<file path="src/rtl/xbus_pkg.sv">
package xbus_pkg;
  typedef enum logic [2:0] {
    ST_IDLE, ST_XFER, ST_REFR, ST_REL, ST_RECL
  } busState_t;

  // strobes from control to datapath
  typedef struct packed {
    logic loadReq;
    logic stepCyc;
    logic nextBeat;
    logic refTake;
  } dpCtl_t;
endpackage

</file>
<file path="src/rtl/xbus_datapath.sv">
module xbus_datapath
  import xbus_pkg::*;
#(
  parameter int AW = 16,
  parameter int RW = 12,
  parameter int CYC_LEN = 2,
  parameter int REF_DEFAULT = 100
) (
  input  logic          clk,
  input  logic          porRstN,
  input  logic          manRst,
  input  dpCtl_t        ctl,
  input  logic [AW-1:0] reqAddr,
  input  logic [1:0]    reqSize,
  input  logic          reqBurst,
  input  logic          refWrEn,
  input  logic [RW-1:0] refWrData,
  output logic [AW-1:0] curAddr,
  output logic [1:0]    curSize,
  output logic          curBurst,
  output logic          unitEnd,
  output logic          lastBeat,
  output logic          refPend
);
  localparam int CW = (CYC_LEN > 1) ? $clog2(CYC_LEN) : 1;
  localparam logic [CW-1:0] CYC_LAST = CW'(CYC_LEN - 1);
  localparam logic [AW-1:0] ALIGN_MASK = ~AW'(15);
  localparam logic [AW-1:0] UNIT_STEP = AW'(4);

  logic [CW-1:0] cyc;
  logic [1:0]    beat;
  logic [RW-1:0] interval;
  logic [RW-1:0] refCnt;

  assign unitEnd  = (cyc == CYC_LAST);
  assign lastBeat = (beat == 2'd3);

  always_ff @(posedge clk or negedge porRstN) begin
    if (!porRstN) begin
      cyc      <= '0;
      beat     <= '0;
      curAddr  <= '0;
      curSize  <= '0;
      curBurst <= 1'b0;
    end else begin
      if (ctl.loadReq || ctl.refTake) cyc <= '0;
      else if (ctl.stepCyc) cyc <= unitEnd ? '0 : cyc + 1'b1;

      if (ctl.loadReq) begin
        beat     <= '0;
        curBurst <= reqBurst;
        curSize  <= reqBurst ? 2'd2 : reqSize;
        curAddr  <= reqBurst ? (reqAddr & ALIGN_MASK) : reqAddr;
      end else if (ctl.nextBeat) begin
        beat    <= beat + 1'b1;
        curAddr <= curAddr + UNIT_STEP;
      end
    end
  end

  // refresh interval setting and counter; frozen while manRst is high
  always_ff @(posedge clk or negedge porRstN) begin
    if (!porRstN) begin
      interval <= RW'(REF_DEFAULT);
      refCnt   <= '0;
      refPend  <= 1'b0;
    end else begin
      if (refWrEn) interval <= refWrData;
      if (ctl.refTake) refPend <= 1'b0;
      if (!manRst) begin
        if (refCnt == interval) begin
          refCnt  <= '0;
          refPend <= 1'b1;
        end else begin
          refCnt <= refCnt + 1'b1;
        end
      end
    end
  end
endmodule

</file>
<file path="src/rtl/xbus_ctrl.sv">
module xbus_ctrl
  import xbus_pkg::*;
(
  input  logic   clk,
  input  logic   porRstN,
  input  logic   manRst,
  input  logic   reqValid,
  input  logic   relReq,
  input  logic   unitEnd,
  input  logic   lastBeat,
  input  logic   refPend,
  input  logic   curBurst,
  output dpCtl_t ctl,
  output logic   reqReady,
  output logic   reqDone,
  output logic   reqAborted,
  output logic   relGnt,
  output logic   busOe,
  output logic   busCs,
  output logic   busRef
);
  busState_t state, nxt;
  logic doneSet, abortSet;
  logic manRstQ, gntDrop;

  always_comb begin
    nxt      = state;
    ctl      = '0;
    doneSet  = 1'b0;
    abortSet = 1'b0;
    case (state)
      ST_IDLE: begin
        if (relReq) nxt = ST_REL;
        else if (refPend && !manRst) begin
          nxt = ST_REFR;
          ctl.refTake = 1'b1;
        end else if (reqValid && !manRst) begin
          nxt = ST_XFER;
          ctl.loadReq = 1'b1;
        end
      end
      ST_XFER: begin
        ctl.stepCyc = 1'b1;
        if (unitEnd) begin
          if (curBurst && !lastBeat && !manRst) ctl.nextBeat = 1'b1;
          else begin
            nxt      = ST_IDLE;
            doneSet  = 1'b1;
            abortSet = curBurst && !lastBeat;
          end
        end
      end
      ST_REFR: begin
        ctl.stepCyc = 1'b1;
        if (unitEnd) nxt = ST_IDLE;
      end
      ST_REL:  if (!relReq) nxt = ST_RECL;
      ST_RECL: nxt = ST_IDLE;
      default: nxt = ST_IDLE;
    endcase
  end

  always_ff @(posedge clk or negedge porRstN) begin
    if (!porRstN) begin
      state      <= ST_IDLE;
      reqDone    <= 1'b0;
      reqAborted <= 1'b0;
      manRstQ    <= 1'b0;
      gntDrop    <= 1'b0;
    end else begin
      state      <= nxt;
      reqDone    <= doneSet;
      reqAborted <= abortSet;
      manRstQ    <= manRst;
      if (state != ST_REL) gntDrop <= 1'b0;
      else if (manRst && !manRstQ) gntDrop <= 1'b1;
    end
  end

  assign reqReady = porRstN && (state == ST_IDLE) && !relReq && !refPend && !manRst;
  assign busOe    = porRstN && (state != ST_REL) && (state != ST_RECL);
  assign busCs    = porRstN && (state == ST_XFER);
  assign busRef   = porRstN && (state == ST_REFR);
  assign relGnt   = porRstN && (state == ST_REL) && !gntDrop;
endmodule

</file>
<file path="src/rtl/xbus_arbiter.sv">
module xbus_arbiter
  import xbus_pkg::*;
#(
  parameter int AW = 16,
  parameter int RW = 12,
  parameter int CYC_LEN = 2,
  parameter int REF_DEFAULT = 100
) (
  input  logic          clk,
  input  logic          porRstN,
  input  logic          manRst,
  input  logic          reqValid,
  input  logic [AW-1:0] reqAddr,
  input  logic [1:0]    reqSize,
  input  logic          reqBurst,
  output logic          reqReady,
  output logic          reqDone,
  output logic          reqAborted,
  input  logic          refWrEn,
  input  logic [RW-1:0] refWrData,
  input  logic          relReq,
  output logic          relGnt,
  output logic          busOe,
  output logic          busCs,
  output logic          busRef,
  output logic [AW-1:0] busAddr,
  output logic [1:0]    busSize
);
  dpCtl_t        ctl;
  logic [AW-1:0] curAddr;
  logic [1:0]    curSize;
  logic          curBurst, unitEnd, lastBeat, refPend;

  xbus_datapath #(.AW(AW), .RW(RW), .CYC_LEN(CYC_LEN), .REF_DEFAULT(REF_DEFAULT)) u_dp (
    .clk(clk), .porRstN(porRstN), .manRst(manRst), .ctl(ctl),
    .reqAddr(reqAddr), .reqSize(reqSize), .reqBurst(reqBurst),
    .refWrEn(refWrEn), .refWrData(refWrData),
    .curAddr(curAddr), .curSize(curSize), .curBurst(curBurst),
    .unitEnd(unitEnd), .lastBeat(lastBeat), .refPend(refPend)
  );

  xbus_ctrl u_ctrl (
    .clk(clk), .porRstN(porRstN), .manRst(manRst), .reqValid(reqValid),
    .relReq(relReq), .unitEnd(unitEnd), .lastBeat(lastBeat),
    .refPend(refPend), .curBurst(curBurst), .ctl(ctl),
    .reqReady(reqReady), .reqDone(reqDone), .reqAborted(reqAborted),
    .relGnt(relGnt), .busOe(busOe), .busCs(busCs), .busRef(busRef)
  );

  assign busAddr = busCs ? curAddr : '0;
  assign busSize = busCs ? curSize : '0;
endmodule

</file>
<file path="config.mk">
export PLATFORM = sky130hd
export DESIGN_NAME = xbus_arbiter
export DESIGN_NICKNAME = d
export VERILOG_FILES = /design/src/rtl/xbus_pkg.sv /design/src/rtl/xbus_datapath.sv /design/src/rtl/xbus_ctrl.sv /design/src/rtl/xbus_arbiter.sv
export SDC_FILE = /design/constraint.sdc
export NUM_CORES = 1
export LEC_CHECK = 0
export BUFFER_PORTS_ARGS = -buffer_cell sky130_fd_sc_hd__buf_4
export CORE_MARGIN = 5
export CORE_UTILIZATION = 49
export DETAILED_ROUTE_END_ITERATION = 16
export PLACE_DENSITY = 0.82
export SLEW_MARGIN = 20
export SYNTH_ARGS = -nofsm -noshare
export SYNTH_HDL_FRONTEND = slang
export SYNTH_SLANG_ARGS = --single-unit
</file>
<file path="constraint.sdc">
create_clock -name clk -period 1.5 [get_ports clk]
set_input_delay 0.3 -clock clk [delete_from_list [all_inputs] [get_ports clk]]
set_output_delay 0.3 -clock clk [all_outputs]
set_load 0.01 [all_outputs]
</file>
# Yosys cells after proc, flatten, opt, wreduce, memory -nomap -nowiden
# Cells that the tools add are included.
# word_totals
ff_bits,54
out_inout_bits,25
input_bits,37
wordCells,99
# classes
eq_ne,12
reduce_logical,28
n_addsub,4
muxes,42
# op_table
cell,n
$mux W16,3
$mux W1,25
$mux W3,7
$add A16 B3 Y16 const B,1
$logic_and A1 B1 Y1,15
$add A12 B1 Y12 const B,1
$eq A12 B12 Y1,1
$mux W12,1
$pmux W3 S4,1
$mux W2,4
$ne A2 B2 Y1 const B,4
$eq A3 B2 Y1 const B,2
$logic_not A1 Y1,6
$reduce_bool A2 Y1,3
$reduce_and A5 Y1,1
$mux W4,1
$ne A4 B2 Y1 const B,1
$eq A3 B1 Y1 const B,1
$logic_not A3 Y1,1
$ne A3 B2 Y1 const B,1
$ne A3 B3 Y1 const B,1
$add A2 B1 Y2 const B,1
$eq A2 B2 Y1 const B,1
$reduce_or A2 Y1,1
2 further kinds,2

# Longest topological paths before layout
# Gate-level depths: netlist of run 1.
# logic_depth
ltp_word,9
ltp_mapped,6
depth_no_buf,5

# By module
# From an unflattened synthesis of run 1, not the netlist that was laid out.
# hier_totals
cells_unflattened,293
hier_area_um2,2920.3
# modules_own_cells
module,cells_each,instances,area_per_inst_um2
xbus_datapath,228,1,2377.3
xbus_ctrl,46,1,401.6
xbus_arbiter,19,1,141.4

# Worst setup path before layout of run 1
# OpenSTA, ideal clock, no wires.
# synth_timing
kind,register to output
start,register u_ctrl.state[2]
end,output port busAddr[10]
arrival_ps,1436
n_path_buf,2
slack_ps,-236
stages_incl_launch_ff,5
path_cell_list,dfrtp_1 > buf_2 > nor3_1 > clkbuf_1 > and2_1
# synth_via
elab_chain_len,3
# synth_rtl
item,line,source
from (decl),xbus_ctrl.sv:22,"busState_t state, nxt;"
from (signal assigned),xbus_ctrl.sv:71,state <= nxt;
$eq A3 B1 Y1,xbus_ctrl.sv:82,assign busCs = porRstN && (state == ST_XFER);
$logic_and A1 B1 Y1,xbus_ctrl.sv:82,
net busCs,xbus_arbiter.sv:24,"output logic busCs,"
$mux W16,xbus_arbiter.sv:50,assign busAddr = busCs ? curAddr : '0;
to (decl),xbus_arbiter.sv:26,"output logic [AW-1:0] busAddr,"
# The timed path passes the listed nets, and every way through them passes these cells.

# Final worst setup path of run 1
# layout_timing
start,register u_ctrl.state[1]
end,output port busAddr[5]
# layout_via
elab_chain_len,3
# layout_rtl
item,line
$eq A3 B1 Y1,xbus_ctrl.sv:82
$logic_and A1 B1 Y1,xbus_ctrl.sv:82
$mux W16,xbus_arbiter.sv:50
# Every way passes these cells.

==> results of run 1 <==
-- what timing repair did --
action,CTS,global route
pin swaps,28,20
gates cloned,0,0
endpoints found under the hold margin,10,0
endpoints found under the setup margin,47,55
resized for setup,33,34
hold buffers,3,0
setup buffers,11,9
-- power groups by stage --
| stage | Combinational (mW) | Clock (mW) | Sequential, mW |
|---|---|---|---|
| after detailed placement | 2.64 | 0 | 2.31 |
| after global routing | 3.79 | 1.11 | 2.38 |
| final | 3.52 | 1.04 | 2.33 |
| after CTS | 3.07 | 1.05 | 2.29 |
| after floorplan | 1.40 | 0 | 2.33 |
| after global placement | 2.54 | 0 | 2.28 |
-- logic make-up after synthesis --
| group | share of synthesized area (%) |
|---|---|
| muxes | 5.38 |
| buffers and inverters | 2.69 |
| and+or+nand+nor | 26.3 |
| adders and majority gates | 1.30 |
| xor gates and xnor gates | 8.81 |
| DFF | 47.0 |
| AOI/OAI and AO/OA | 8.50 |
-- area by class of cell --
| class | instances | area (um2) |
|---|---|---|
| clock buffer | 5 | 68.8 |
| sequential | 54 | 1360 |
| clock inverter | 3 | 48.8 |
| timing repair buffer | 128 | 1060 |
| inverter | 7 | 26.3 |
| fill | 381 | 1450 |
| multi-input combinational | 221 | 1700 |
| tap | 75 | 93.8 |
-- cells in the final DEF, fill, tap and decap left out, types with 11 or more instances in the layout --
| master | Yosys | layout |
|---|---|---|
| xor2_1 | 17 | 16 |
| xnor2_1 | 12 | 12 |
| dfrtp_1 | 51 | 50 |
| mux2_2 | 12 | 12 |
| buf_6 | 0 | 19 |
| nor2_2 | 0 | 11 |
| buf_4 | 1 | 104 |
| nand2_1 | 24 | 22 |
| nor2_1 | 30 | 18 |
| and2_1 | 17 | 14 |
-- metal layers --
layer  share of wire (%)  wire length [um]  up-vias
li1                    -                 -     1280
met1                  40              3410     1376
met2                  51              4370      124
met3                 6.8               586       26
met4                 3.0               257        0
met5                   0                 0        -
-- flip-flops by register name, indices dropped and copies added, names as in the netlist --
register,count
u_ctrl.gntDrop,1
u_ctrl.manRstQ,1
u_ctrl.reqAborted,1
u_ctrl.reqDone,1
u_ctrl.state,3
u_dp.beat,2
u_dp.curAddr,16
u_dp.curBurst,1
u_dp.curSize,2
u_dp.interval,12
u_dp.refCnt,12
u_dp.refPend,1
u_dp.unitEnd,1
-- final timing paths --
path	start	to	slack [ns]	cells past startpoint
setup / recovery	u_ctrl.state[1]	busAddr[5]	-0.33	5
hold / removal	porRstN	u_dp.curAddr[0]	0.14	2
setup reg to reg	u_dp.beat[1]	u_ctrl.state[0]	-0.25	5
hold reg to reg	u_dp.curSize[1]	u_dp.curSize[1]	0.49	2
max in group asynchronous	porRstN	u_ctrl.gntDrop	0.73	3
min in group clk	reqAddr[9]	u_dp.curAddr[9]	0.19	3
-- through the flow --
stage / power (mW) / utilization [%] / setup TNS, ns / setup WS (ns)
global route: 7.27 / 75.0 / -11.35 / -0.386
detailed placement: 4.95 / 65.1 / -1.14 / -0.175
CTS: 6.41 / 71.7 / -7.24 / -0.284
floorplan: 3.74 / - / -0.349 / -0.0686
global placement: 4.82 / 65.1 / -0.576 / -0.0952
finish: 6.89 / 75.0 / -8.15 / -0.333
==> metrics.md, run 1 <==
| Metric | Value |
|---|---|
| Delay-heaviest family, CP | `buffers and inverters` |
| Tightest Pin Transition | `0.560 ns` |
| Worst path arrival time | `1.53 ns` |
| Drt first-iter violations | `120` |
| Die Area | `7520 um2` |
| Worst hold path type | `input port to async pin` |
| Clk buf depth | `2` |
| Worst Setup End Kind | `primary output` |
| Row cnt | `28` |
| Fin. max-slew vios | `0` |
| Ys async rst share | `100%` |
| DP Cell Count | `465` |
| Net count, final | `457` |
| Mapped cell area | `2880 um2` |
| Placed cell area | `3790 um2` |
| Global routing usage on met3 | `4.37%` |
| N_diodes | `0` |
| Clk pwr share | `15.0%` |
| Internal power | `4.24 mW` |
| Wirelength per Cell | `17.5 um` |
| Startpoint types | `flip-flop` |
| Port buffer count | `61` |
| Final period utilization | `122%` |
| Top-count cell post-synth | `dfrtp_1` |
| CTS HTree Levels | `2` |
| Synth cell types | `47` |
| Sw Ratio | `38.5%` |
| HPWL Detailed | `5380 um` |
| Via count | `2806` |
| Leading area contributor after synthesis | `dfrtp_1` |
| Post-synth EDFFs | `0` |
| Reg clk slew, reported paths | `0.10 ns` |
| CP max-delay cell | `dfrtp_1` |
| WS Path Type | `flip-flop to primary output` |
| Crit path cell chain | `buf_6, nor3_4, buf_12, and2_1, buf_4` |
| P_sw | `2.66 mW` |
| Hold slack | `0.137 ns` |
| Post-route DRC | `0` |
| Global route total overflow | `0` |
| Syn Nets | `334` |
| Yosys warns | `0` |
| Clock latency on the worst-skew pair | `0.32 ns` |
| CTS tree | `yes` |
| Max rail drop VDD | `0.767 mV` |
| Area delta synth->final | `51.3%` |
| Grt met2 use | `38.3%` |
| Wirelength, routed | `8630 um` |
| Buffers and inverters on the worst path | `3` |
| First-pass GRT wire length | `13200 um` |
| Static Leak | `1.97 nW` |
| Synth cell count leaders | `dfrtp_1 (51), nor2_1 (30), nand2_1 (24), and2_1 (17), xor2_1 (17)` |
| Io pins | `62` |
| Power per cell area | `1580 nW/um2` |
| Slew margin rel. | `62.7%` |
| Final cell count without fillers | `493` |
| Status | `complete, but fails checks` |
| Register area share after synthesis | `47.0%` |
| Largest net degree at the start of global routing | `45` |
| Syn Area/Cell | `9.81 um2` |
| Synth Flop Type | `dfrtp_1` |
| Seq cells post-synth | `54` |
| Fin crit period | `1.83 ns` |
| Setup ws final | `-0.333 ns` |
| Yosys top cell area share | `44.3%` |
| Die height | `86.7 um` |
| Achievable Freq | `0.546 GHz` |
| Final Hold Vio Count | `0` |
| Share of power burned in registers | `33.8%` |
| Share of power burned in combinational logic | `51.1%` |
| RD Place Congestion | `0.838` |
| CTS Buf Count | `5` |
| Total GRT Usage | `22.0%` |
| Grt met1 use | `27.6%` |
| Root Driver | `clkbuf_8` |
| Core area | `5820 um2` |
| Number of global-route vias before repair | `2765` |
| Worst Skew | `0.0107 ns` |
| Failing checks | `setup timing` |
| Antenna violations before repair | `0` |
| Global routing's busiest layer | `met2` |
| Top cells by area, synth | `dfrtp_1 (44%), xor2_1 (5.2%), mux2_2 (4.7%)` |
| RSZ-0062 raised after global routing | `yes` |
| Max cap viols | `0` |
| Post-route ant nets | `0` |
| Worst path required time | `1.20 ns` |
| Post-route cell area | `4360 um2` |
| CTS Sinks | `54` |
| Endpoints failing setup | `50` |
| Via density | `5.69` |
| Die width | `86.7 um` |
| Starting Density | `49.6%` |
| Slowest cell delay on critical path | `0.41 ns` |
| Cells after Synth | `294` |
| DRT Pass-1 Iters | `5` |
| Crit path max fanout | `18` |
| Share of cells above drive strength 1 | `46.7%` |
No activity file was read; power rests on OpenSTA's default activity.
==> run 2, diff against run 1 <==
CTS_BUF_LIST = sky130_fd_sc_hd__clkbuf_16   (was unset)
==> run 2 against run 1 <==
Net effect:
- the flow still finishes with violations (setup timing)
- clock power grew 32%
- hold slack better by 0.010 ns
- clock-buffer cell count is the same
- sequential power hardly changed
- die area unchanged
- cell count is 0.20% higher
- register-to-register slack improved by 0.03 ns
- routed wire length decreased by 1.7%
- critical endpoint is now busAddr[2]
- largest cell class unchanged
==> metrics.md, run 2 (synthesis results as in run 1) <==
| Metric | Value |
|---|---|
| Achievable Freq | `0.567 GHz (+4.0%)` |
| R2R depth | `6 (+1)` |
| CTS Buf Count | `5 (unchanged)` |
| Tightest Pin Transition | `0.555 ns (-0.00428 ns)` |
| Core area | `5820 um2 (unchanged)` |
| Slew margin rel. | `63.0% (+0.29 points)` |
| Worst path required time | `1.20 ns (about the same)` |
| PnR Total Power | `7.18 mW (+4.2%)` |
| Power per cell area | `1630 nW/um2 (+3.0%)` |
| CTS Sinks | `54 (unchanged)` |
| Crit path max fanout | `18 (unchanged)` |
| N_diodes | `0 (unchanged)` |
| RD Place Congestion | `0.838 (unchanged)` |
| Wirelength per Cell | `17.2 um (-1.9%)` |
| Worst path arrival time | `1.46 ns (-0.07 ns)` |
| Static Leak | `2.00 nW (+1.4%)` |
| Post-route DRC | `0 (unchanged)` |
| Share of cells above drive strength 1 | `46.3% (-0.35 points)` |
| Area delta synth->final | `53.1%` |
| Die width | `86.7 um (unchanged)` |
| Antenna violations before repair | `0 (unchanged)` |
| Io pins | `62 (unchanged)` |
| Critical Path Sink | `busAddr[2]` |
| Via count | `2770 (-1.3%)` |
| Worst Setup End Kind | `primary output` |
| Worst hold path type | `input port to async pin` |
| Largest regs | `u_dp.curAddr: 16 flops, u_dp.interval: 12 flops, u_dp.refCnt: 12 flops` |
| Via density | `5.61 (-1.5%)` |
| Commonest non-fill, non-tap cell in the layout | `buf_4` |
| CTS tree | `yes` |
| Area of the multi-input gates | `1690 um2 (-0.73%)` |
| Starting Density | `49.6% (unchanged)` |
| Die height | `86.7 um (unchanged)` |
| Status | `complete, but fails checks` |
| Total GRT Usage | `22.4% (+0.48 points)` |
| Worst flop-to-flop path startpoint | `u_ctrl.state[2]` |
| Post-route ant nets | `0 (unchanged)` |
| Global route total overflow | `0 (unchanged)` |
| DRT Pass-1 Iters | `4 (-1)` |
| Clk buf depth | `2 (unchanged)` |
| Biggest register | `u_dp.curAddr` |
| Fin crit period | `1.76 ns (-0.0708 ns)` |
| Number of flip-flops in the largest register | `16 (unchanged)` |
| Finished Core Util | `75.9% (+0.88 points)` |
| Largest net degree at the start of global routing | `45 (unchanged)` |
| Failing checks | `setup timing` |
| Endpoints failing setup | `54 (+8.0%)` |
| Net count, final | `458 (+0.22%)` |
| Drt first-iter violations | `160 (+33%)` |
| HPWL Detailed | `5380 um (unchanged)` |
| Final period utilization | `117% (-4.7 points)` |
| Clock latency on the worst-skew pair | `0.29 ns (-0.03 ns)` |
| Port buffer count | `61 (unchanged)` |
| Sequential Area | `1360 um2 (unchanged)` |
| Flop-to-flop setup slack | `-0.22 ns (+0.03 ns)` |
| Setup ws final | `-0.262 ns (+0.0708 ns)` |
| Die Area | `7520 um2 (unchanged)` |
| Slowest cell delay on critical path | `0.41 ns (about the same)` |
| CP max-delay cell | `dfrtp_1` |
| CTS HTree Levels | `2 (unchanged)` |
| Fin. max-slew vios | `0 (unchanged)` |
| Wirelength, routed | `8480 um (-1.7%)` |
| Max rail drop VDD | `0.892 mV (+16%)` |
| Worst Skew | `0.00265 ns (-0.00809 ns)` |
| Row cnt | `28 (unchanged)` |
| Crit Reg-Reg Endpoint | `u_dp.curAddr[13]` |
| Fillers | `384 (+0.79%)` |
| Number of global-route vias before repair | `2805 (+1.4%)` |
| Most frequent cells in the layout | `buf_4 (105), dfrtp_1 (50), nand2_1 (22), nor2_1 (19), buf_6 (19)` |
| Startpoint types | `flip-flop` |
| WS Path Type | `flip-flop to primary output` |
| Final Hold Vio Count | `0 (unchanged)` |
| RSZ-0062 raised after global routing | `yes` |
| Setup crit start | `u_ctrl.state[2]` |
| Max cap viols | `0 (unchanged)` |
| Root Driver | `clkbuf_16` |
| Crit path cell chain | `buf_6, nor3_4, buf_12, and2_1, buf_4` |
| Reg clk slew, reported paths | `0.07 ns (-0.03 ns)` |
| First-pass GRT wire length | `13400 um (+1.4%)` |
-- run 2: cell types whose count changed in the layout (fill, tap and decap cells not counted), sizes merged --
cell | previous run | this run
buf | 125 | 126
-- run 2: cell type report --
| type | instances | area share (%) |
|---|---|---|
| clock buffers | 5 | 2.83 |
| clock inverters | 3 | 1.11 |
| inverters | 7 | 0.595 |
| multi-input cells | 221 | 38.3 |
| flip-flops and latches | 54 | 30.7 |
| well taps | 75 | 2.13 |
| repair buffers | 129 | 24.3 |
-- run 2: layer usage --
| metal | global-route usage [%] | routed length [um] | part of all wire [%] | vias up |
|---|---|---|---|---|
| li1 | - | - | - | 1278 |
| met1 | 28.3 | 3520 | 41 | 1367 |
| met2 | 39.0 | 4270 | 50 | 107 |
| met3 | 4.37 | 512 | 6.0 | 18 |
| met4 | 6.52 | 178 | 2.1 | 0 |
| met5 | 0 | 0 | 0 | - |
-- run 2: how the worst min path moves through the flow --
| stage | from | to | slack (ns) | cells past startpoint |
|---|---|---|---|---|
| after floorplan | porRstN | u_ctrl.gntDrop | 0.004 | 0 |
| after global placement | porRstN | u_dp.refCnt[2] | 0.11 | 1 |
| after detailed placement | porRstN | u_dp.refCnt[2] | 0.11 | 1 |
| after CTS | porRstN | u_dp.refCnt[5] | 0.17 | 2 |
| after global routing | porRstN | u_dp.refCnt[8] | 0.20 | 2 |
| final | porRstN | u_dp.refCnt[9] | 0.15 | 2 |
-- run 2: critical path: cells and delay by family, from the launching register on --
| kind | cells | cell delay [ns] |
|---|---|---|
| flops | 1 | 0.41 |
| simple gates | 2 | 0.33 |
| buf+inv | 3 | 0.42 |
-- run 2: stage by stage --
step / hold slack [ns] / cell area, um2 / setup TNS (ns) / setup WS [ns] / cells
5_1_grt: 0.203 / 4410 / -11.04 / -0.327 / 494
2_1_floorplan: 0.00441 / 2920 / -0.349 / -0.0686 / 294
6_report: 0.147 / 4410 / -8.25 / -0.262 / 494
4_1_cts: 0.169 / 4220 / -6.48 / -0.253 / 488
3_3_place_gp: 0.110 / 3790 / -0.576 / -0.0952 / 465
3_5_place_dp: 0.108 / 3790 / -1.14 / -0.175 / 465
-- run 2: what timing repair did --
| action | 4_1_cts | 5_1_grt |
|---|---|---|
| setup buffers | 12 | 6 |
| resized for setup | 32 | 34 |
| pin swaps | 22 | 17 |
| hold buffers | 3 | 0 |
| endpoints found under the setup margin | 49 | 55 |
| endpoints found under the hold margin | 10 | 0 |
-- run 2: where the power goes --
group          internal [mW]  leakage [nW]  switching (mW)  total, mW
Sequential              1.93         0.662           0.392       2.32
Combinational           1.81          1.26            1.69       3.50
Clock                  0.800        0.0819           0.568       1.37
Total                   4.53          2.00            2.65       7.18
==> run 3, diff against run 2 <==
SETUP_SLACK_MARGIN = 0.5   (was unset)
==> run 3 against run 2 <==
Net effect:
- the run still ends with setup timing left
- highest routed layer unchanged
- hold slack better by 0.055 ns
- power is 18% higher
- critical path depth unchanged
- design area rose by 13%
==> metrics.md, run 3 (synthesis results as in run 1) <==
| Metric | Value |
|---|---|
| CTS HTree Levels | `2 (unchanged)` |
| Reg clk slew, reported paths | `0.08 ns (about the same)` |
| Core area | `5820 um2 (unchanged)` |
| Max rail drop VDD | `1.11 mV (+24%)` |
| Clk buf depth | `2 (unchanged)` |
| N_diodes | `0 (unchanged)` |
| Finished Core Util | `85.5% (+9.6 points)` |
| Worst hold path type | `input port to flip-flop` |
| Area of the multi-input gates | `1940 um2 (+15%)` |
| Root Driver | `clkbuf_16` |
| Grt met2 use | `43.9% (+4.9 points)` |
| Number of global-route vias before repair | `3000 (+7.0%)` |
| Hold slack | `0.203 ns (+0.0551 ns)` |
| Fillers | `275 (-28%)` |
| Io pins | `62 (unchanged)` |
| Port buffer count | `61 (unchanged)` |
| Net count, final | `474 (+3.5%)` |
| Antenna violations before repair | `0 (unchanged)` |
| First-pass GRT wire length | `14500 um (+8.6%)` |
| Slew margin rel. | `55.5% (-7.5 points)` |
| Placed cell area | `3940 um2 (+4.1%)` |
| Most frequent cells in the layout | `buf_4 (92), dfrtp_1 (47), buf_6 (44), xor2_1 (16), and2_4 (15)` |
| Endpoints failing setup | `60 (+11%)` |
| Worst path arrival time | `1.48 ns (+0.02 ns)` |
| Achievable Freq | `0.563 GHz (-0.83%)` |
| Number of flip-flops in the largest register | `16 (unchanged)` |
| Post-route ant nets | `0 (unchanged)` |
| Largest regs | `u_dp.curAddr: 16 flops, u_dp.interval: 12 flops, u_dp.refCnt: 12 flops` |
| RD Place Congestion | `0.847 (+1.1%)` |
| CTS Buf Count | `5 (unchanged)` |
| Worst Setup End Kind | `primary output` |
| Final period utilization | `118% (+0.99 points)` |
| Drt first-iter violations | `239 (+49%)` |
| Grt met1 use | `29.4% (+1.1 points)` |
| Status | `complete, but fails checks` |
| Via count | `3074 (+11%)` |
| Startpoint types | `flip-flop` |
| Area delta synth->final | `72.3%` |
| Global routing usage on met3 | `3.99% (-0.38 points)` |
| CTS Sinks | `54 (unchanged)` |
| Static Leak | `2.23 nW (+12%)` |
| Worst Skew | `0.0159 ns (+0.0132 ns)` |
| Fin crit period | `1.78 ns (+0.0148 ns)` |
| Power per cell area | `1710 nW/um2 (+5.0%)` |
| RSZ-0062 raised after global routing | `yes` |
| Largest net degree at the start of global routing | `52 (+16%)` |
| Max cap viols | `0 (unchanged)` |
| CTS tree | `yes` |
| Setup ws final | `-0.277 ns (-0.0148 ns)` |
| Starting Density | `49.6% (unchanged)` |
| DRT Pass-1 Iters | `5 (+1)` |
| WS Path Type | `flip-flop to primary output` |
| Row cnt | `28 (unchanged)` |
| Wirelength per Cell | `22.1 um (+29%)` |
| Post-route cell area | `4970 um2 (+13%)` |
| HPWL Detailed | `5510 um (+2.5%)` |
| Worst path required time | `1.20 ns (about the same)` |
| Share of cells above drive strength 1 | `60.0% (+14 points)` |
| Post-route DRC | `0 (unchanged)` |
| Die width | `86.7 um (unchanged)` |
| Tightest Pin Transition | `0.668 ns (+0.112 ns)` |
| Clock latency on the worst-skew pair | `0.30 ns (about the same)` |
| Commonest non-fill, non-tap cell in the layout | `buf_4` |
| Fin. max-slew vios | `0 (unchanged)` |
| Die Area | `7520 um2 (unchanged)` |
| Total GRT Usage | `24.4% (+2.0 points)` |
| Wirelength, routed | `11300 um (+33%)` |
| Die height | `86.7 um (unchanged)` |
| Biggest register | `u_dp.curAddr` |
| Final Hold Vio Count | `0 (unchanged)` |
| Sequential Area | `1360 um2 (+0.28%)` |
| Crit path max fanout | `4 (-14)` |
| Global routing's busiest layer | `met2` |
| Global route total overflow | `0 (unchanged)` |
| Failing checks | `setup timing` |
| Via density | `6.03 (+7.5%)` |
==> run 3: per-stage QoR <==
stage / cells / setup TNS, ns / power (mW) / worst slack [ns]
final: 510 / -9.88 / 8.49 / -0.277
after global placement: 465 / -0.492 / 5.17 / -0.0893
after CTS: 489 / -6.74 / 7.48 / -0.247
after floorplan: 294 / -0.361 / 4.09 / -0.0677
after global routing: 510 / -12.62 / 8.82 / -0.341
after detailed placement: 465 / -1.05 / 5.30 / -0.202
==> run 3: timing repair <==
item / CTS / global route
pin swaps: 22 / 15
setup endpoints to repair: 66 / 66
resized for setup: 71 / 63
hold buffers: 1 / 0
buffers inserted: 15 / 18
gates cloned: 0 / 3
endpoints found under the hold margin: 3 / 0
==> run 3: worst max-delay path, stage by stage (launching register included) <==
cell and delay (ns):
dfrtp_2 0.46, buf_6 0.15, nor3_4 0.16, nand2_2 0.10, nor3b_2 0.16, buf_4 0.14
==> run 3: area by class of cell <==
type / instances / area share, %
Multi-Input combinational cell: 221 / 39.1
Sequential cell: 54 / 27.4
Timing Repair Buffer: 145 / 27.3
Clock buffer: 5 / 2.52
Tap cell: 75 / 1.89
Clock inverter: 3 / 1.28
Inverter: 7 / 0.529
==> run 3: worst paths after layout <==
check | startpoint | end | slack, ns | depth (start not counted)
hold reg to reg | u_dp.curSize[1] | u_dp.curSize[1] | 0.51 | 2
max in group asynchronous | porRstN | u_dp.refCnt[3] | 0.70 | 3
min in group asynchronous | porRstN | u_ctrl.state[0] | 0.29 | 3
setup reg to reg | u_dp.beat[0] | u_ctrl.state[0] | -0.23 | 5
hold / removal | reqAddr[7] | u_dp.curAddr[7] | 0.20 | 3
setup / recovery | u_ctrl.state[0] | reqReady | -0.28 | 5
==> run 3: per-layer routing <==
| layer | vias to the layer above | routed length (um) |
|---|---|---|
| met1 | 1529 | 4090 |
| met4 | 0 | 568 |
| li1 | 1317 | - |
| met2 | 178 | 5740 |
| met5 | - | 0 |
| met3 | 50 | 856 |
==> run 3: report_power, final <==
group,internal (mW),switching (mW)
Sequential,1.93,0.501
Clock,0.952,0.539
Combinational,2.38,2.18
Total,5.26,3.22
